[src/rtl/emac_pkg.sv]
package emac_pkg;
  // operand count for a given K
  function automatic int op_count(input int k);
    return 2 * k + 3;
  endfunction

  // carry-save stages needed to reduce op_count(k) words to two
  function automatic int stage_count(input int k);
    return 2 * k + 1;
  endfunction
endpackage

[src/rtl/emac_csa_stage.sv]
module emac_csa_stage #(
  parameter int N = 8
) (
  input  logic [N-1:0] a_i,
  input  logic [N-1:0] b_i,
  input  logic [N-1:0] d_i,
  output logic [N-1:0] sum_o,
  output logic [N-1:0] carry_o
);
  // per-bit majority; its weight-2^N bit wraps to weight 1 mod 2^N-1
  function automatic logic [N-1:0] rot_carry(input logic [N-1:0] a,
                                             input logic [N-1:0] b,
                                             input logic [N-1:0] d);
    logic [N-1:0] maj;
    maj = (a & b) | (a & d) | (b & d);
    return {maj[N-2:0], maj[N-1]};
  endfunction

  always_comb begin
    sum_o   = a_i ^ b_i ^ d_i;
    carry_o = rot_carry(a_i, b_i, d_i);
  end
endmodule

[src/rtl/emac_csa_chain.sv]
module emac_csa_chain #(
  parameter int N    = 8,
  parameter int NOPS = 5
) (
  input  logic [NOPS*N-1:0] ops_i,
  output logic [N-1:0]      sum_o,
  output logic [N-1:0]      carry_o
);
  localparam int NSTG = NOPS - 2;

  logic [N-1:0] s_w [NSTG];
  logic [N-1:0] c_w [NSTG];

  for (genvar j = 0; j < NSTG; j++) begin : g_stage
    if (j == 0) begin : g_first
      emac_csa_stage #(.N(N)) stage_i (
        .a_i    (ops_i[0*N +: N]),
        .b_i    (ops_i[1*N +: N]),
        .d_i    (ops_i[2*N +: N]),
        .sum_o  (s_w[j]),
        .carry_o(c_w[j])
      );
    end else begin : g_next
      emac_csa_stage #(.N(N)) stage_i (
        .a_i    (s_w[j-1]),
        .b_i    (c_w[j-1]),
        .d_i    (ops_i[(j+2)*N +: N]),
        .sum_o  (s_w[j]),
        .carry_o(c_w[j])
      );
    end
  end

  assign sum_o   = s_w[NSTG-1];
  assign carry_o = c_w[NSTG-1];
endmodule

[src/rtl/emac_final_add.sv]
module emac_final_add #(
  parameter int N = 8
) (
  input  logic [N-1:0] a_i,
  input  logic [N-1:0] b_i,
  output logic [N-1:0] res_o,
  output logic         wrap_ovf_o
);
  // first pass: plain add with carry-out
  function automatic logic [N:0] add_plain(input logic [N-1:0] a,
                                           input logic [N-1:0] b);
    return {1'b0, a} + {1'b0, b};
  endfunction

  // second pass: fold carry-out back in as an increment
  function automatic logic [N:0] fold(input logic [N:0] s);
    return {1'b0, s[N-1:0]} + {{N{1'b0}}, s[N]};
  endfunction

  logic [N:0]   pass1;
  logic [N:0]   pass2;
  logic [N-1:0] folded;

  always_comb begin
    pass1      = add_plain(a_i, b_i);
    pass2      = fold(pass1);
    folded     = pass2[N-1:0];
    wrap_ovf_o = pass2[N];
    res_o      = (&folded) ? '0 : folded;
  end
endmodule

[src/rtl/emac_top.sv]
module emac_top #(
  parameter int K = 1,
  parameter int N = 8
) (
  input  logic                                 clk,
  input  logic                                 rst_n,
  input  logic [emac_pkg::op_count(K)*N-1:0]   ops_i,
  output logic [N-1:0]                         res_o
);
  localparam int NOPS = emac_pkg::op_count(K);
  localparam int W    = NOPS * N;

  logic [N-1:0] tree_sum;
  logic [N-1:0] tree_carry;
  logic [N-1:0] res_d;
  logic         wrap_ovf;
  logic [N-1:0] res_q;
  logic         primed_q;
  logic         ops_zero;

  emac_csa_chain #(.N(N), .NOPS(NOPS)) chain_i (
    .ops_i  (ops_i),
    .sum_o  (tree_sum),
    .carry_o(tree_carry)
  );

  emac_final_add #(.N(N)) final_i (
    .a_i       (tree_sum),
    .b_i       (tree_carry),
    .res_o     (res_d),
    .wrap_ovf_o(wrap_ovf)
  );

  always_ff @(posedge clk) begin
    if (!rst_n) begin
      res_q    <= '0;
      primed_q <= 1'b0;
    end else begin
      res_q    <= res_d;
      primed_q <= 1'b1;
    end
  end

  assign res_o    = res_q;
  assign ops_zero = (ops_i == '0);

  assert_no_allones_R2: assert property (@(posedge clk) disable iff (!rst_n)
    res_q != {N{1'b1}});

  assert_no_second_wrap_R3: assert property (@(posedge clk) disable iff (!rst_n)
    !wrap_ovf);

  assert_zero_in_R9: assert property (@(posedge clk) disable iff (!rst_n)
    ops_zero |=> (res_q == '0));

  assert_hold_R8: assert property (@(posedge clk) disable iff (!rst_n)
    (primed_q && $stable(ops_i)) |=> $stable(res_q));

  assert_reset_R6: assert property (@(posedge clk)
    !rst_n |=> (res_q == '0));

  initial begin
    assert_width_R7: assert (W == (2 * K + 3) * N && N >= 2);
  end
endmodule

[config.mk]
export PLATFORM = sky130hd
export DESIGN_NAME = emac_top
export DESIGN_NICKNAME = d
export VERILOG_FILES = /design/src/rtl/emac_pkg.sv /design/src/rtl/emac_csa_stage.sv /design/src/rtl/emac_csa_chain.sv /design/src/rtl/emac_final_add.sv /design/src/rtl/emac_top.sv
export SDC_FILE = /design/constraint.sdc
export NUM_CORES = 1
export LEC_CHECK = 0
export BUFFER_PORTS_ARGS = -buffer_cell sky130_fd_sc_hd__buf_2
export CORE_ASPECT_RATIO = 1.5
export CORE_MARGIN = 10
export CORE_UTILIZATION = 44
export CTS_CLUSTER_SIZE = 30
export DETAILED_ROUTE_END_ITERATION = 12
export PLACE_DENSITY = 0.79
export SLEW_MARGIN = 25
export SYNTH_ARGS = -nofsm -noshare
export SYNTH_HDL_FRONTEND = slang
export SYNTH_HIERARCHICAL = 1
export SYNTH_SLANG_ARGS = --single-unit
[constraint.sdc]
create_clock -name clk -period 6.24 [get_ports clk]
set_input_delay 1.248 -clock clk [delete_from_list [all_inputs] [get_ports clk]]
set_output_delay 1.248 -clock clk [all_outputs]
set_load 0.02 [all_outputs]
==> results.py <==
metrics = {
    "timing": {
        "setup_tns_ns": 0,
        "worst_pin_slew_ns": 0.6265,
        "hold_viol": 0,
        "drv_slew": 0,
        "fin_crit_sh_pct": 95.34,
        "rsz0062_at_grt": "no",
        "setup_viol": 0,
        "min_period_ns": 5.949,
        "hold_ws_ns": 1.304,
        "max-slew-margin-rel_pct": 57.93,
        "setup_ws_ns": 0.2908,
        "max_clock_freq_mhz": 168.1,
    },
    "floorplan": {
        "start_util_pct": 46.58,
        "rows": 23,
        "die_h_um": 85.54,
        "pin_count": 50,
        "die_x_um": 63.69,
        "fp.dieArea_mm2": 0.005448,
        "fp.coreArea_mm2": 0.002705,
    },
    "worst_setup_path": {
        "slowest_stage": "or4b_4",
        "critical_path_class": "in2reg",
        "arrival_ns": 6.06,
        "crit_family": "adder cells",
        "path_max_fanout": 5,
        "cp-end-kind": "flop",
        "cpMostUsedCell": "fa_1",
        "path_cells": "buf_2 -> fa_1 -> fa_1 -> fa_1 -> ha_1 -> fa_1 -> a211oi_2 -> o21bai_1 -> a21oi_2 -> nor2b_1 -> o21ai_0 -> nand2b_1 -> ha_1 -> and2_1 -> a22oi_1 -> a211oi_1 -> or4b_4 -> nor4_4 -> nor2b_1 -> and2_1",
        "timing.critical_path.buf_inv": 1,
        "crit_required_ns": 6.35,
        "start_kind": "input port",
        "slowest_delay_ns": 0.54,
    },
    "final_layout": {
        "fin_nets": 250,
        "stdcell_area_mm2": 0.001639,
        "syn_to_final_growth_pct": 30.09,
        "drive_gt1_share_pct": 36.26,
        "final_cells": 208,
        "largest_reg_flops": 8,
        "final_core_util_pct": 60.59,
        "n_antenna_cell": 0,
    },
    "route": {
        "num_vias": 1059,
        "wire_per_inst_um": 14.42,
        "drc": 0,
        "vias_per_cell": 5.091,
        "dr.first_iter.drc_count": 28,
        "finalWirelength_mm": 3.000,
        "first_pass_iters": 4,
        "ant_nets": 0,
    },
    "global_route": {
        "first_global_vias": 1270,
        "grtUsageTotal_pct": 11.45,
        "overflow": 0,
        "grt_start_max_net_pins": 9,
        "grt_antenna_before_repair": 0,
        "grt_pass1_wl_mm": 5.181,
    },
    "pwr": {
        "max-vdd-ir-drop_v": 0.0002826,
        "power.density_cell_area_mw_per_mm2": 522.2,
        "finalPower_uw": 856.0,
        "power_leakage_nw": 0.7299,
    },
    "synthesis": {
        "synth_fp_nets": 191,
        "syn_inst": 114,
        "netlist_area_mm2": 0.001260,
        "avgSynthCellArea_um2": 11.05,
        "ys_warn_count": 6,
    },
    "placed_design": {
        "dp_cells": 204,
        "place_congestion": 0.8572,
        "io_buffers": 49,
        "dp_slack_ns": -0.1252,
        "place_area_mm2": 0.001582,
        "dpl.hpwl_mm": 2.816,
    },
    "clocking": {
        "hold_buffers": 0,
        "clkSlewWorstSetupHoldPaths_ns": 0.04,
        "cts_num_sinks": 8,
        "cts-root-buf": "clkbuf_8",
        "clock_path_buffers": 2,
        "htreeDepth": 1,
        "cts_tree": "yes",
        "cts_buffers": 3,
    },
    "run_status": {
        "status": "complete, no violations",
    },
    "flow_run": {
        "drv_cap": 0,
    },
    "hold_path": {
        "hp-class": "in2reg",
    },
}
==> metal layers <==
layer | wire (µm) | share of wire, % | up-vias | GRT usage, %
li1 | - | - | 518 | -
met1 | 1102 | 37 | 491 | 10.53
met2 | 1583 | 53 | 46 | 21.19
met3 | 254 | 8.5 | 4 | 4.688
met4 | 60 | 2.0 | 0 | 5.389
met5 | 0 | 0 | - | 0
==> cell usage in the layout, fill, tap and decap left out <==
| cell type | n |
|---|---|
| nor4_1 | 1 |
| nand3_1 | 3 |
| a31oi_1 | 1 |
| nand2_1 | 5 |
| nor2_1 | 7 |
| a211o_1 | 1 |
| a21oi_2 | 1 |
| nor2b_1 | 4 |
| and4b_1 | 1 |
| xor2_1 | 4 |
| a2111oi_2 | 1 |
| or4b_4 | 1 |
| a21o_1 | 1 |
| a21oi_1 | 5 |
| a22oi_1 | 2 |
| fa_1 | 25 |
| o21ai_0 | 4 |
| nand2b_1 | 2 |
| o21bai_1 | 2 |
| ha_1 | 10 |
| nor4_4 | 1 |
| a211oi_1 | 3 |
| clkbuf_8 | 3 |
| buf_4 | 5 |
| a211oi_2 | 1 |
| xnor2_1 | 4 |
| o21a_1 | 1 |
| o31a_1 | 1 |
| buf_2 | 49 |
| or2_0 | 1 |
| o31ai_1 | 2 |
| and2_1 | 10 |
| dfxtp_1 | 8 |
| nand3b_1 | 1 |
==> report_power, final <==
part	switching (mW)	internal, mW
logic	0.398	0.320
registers	0.00407	0.0751
clock network	0.0174	0.0415
==> final timing paths <==
kind	startpoint	endpoint	slack [ns]	cells after the start
max	ops_i[0]	res_o[0]	0.29	20
min	rst_n	res_o[4]	1.30	2
==> timing repair <==
item / 4_1_cts / 5_1_grt
gates resized for setup: 0 / 2
setup endpoints to repair: 0 / 8
buffers inserted: 0 / 1
hold endpoints to repair: 0 / 0
==> final cells by class <==
type,instances,area (µm²)
clock buffers,3,41.29
fillers,250,1066
multi-input cells,106,1109
flip-flops and latches,8,160.2
well taps,37,46.29
repair buffers,54,282.8
No activity file was read; power rests on OpenSTA's default activity.
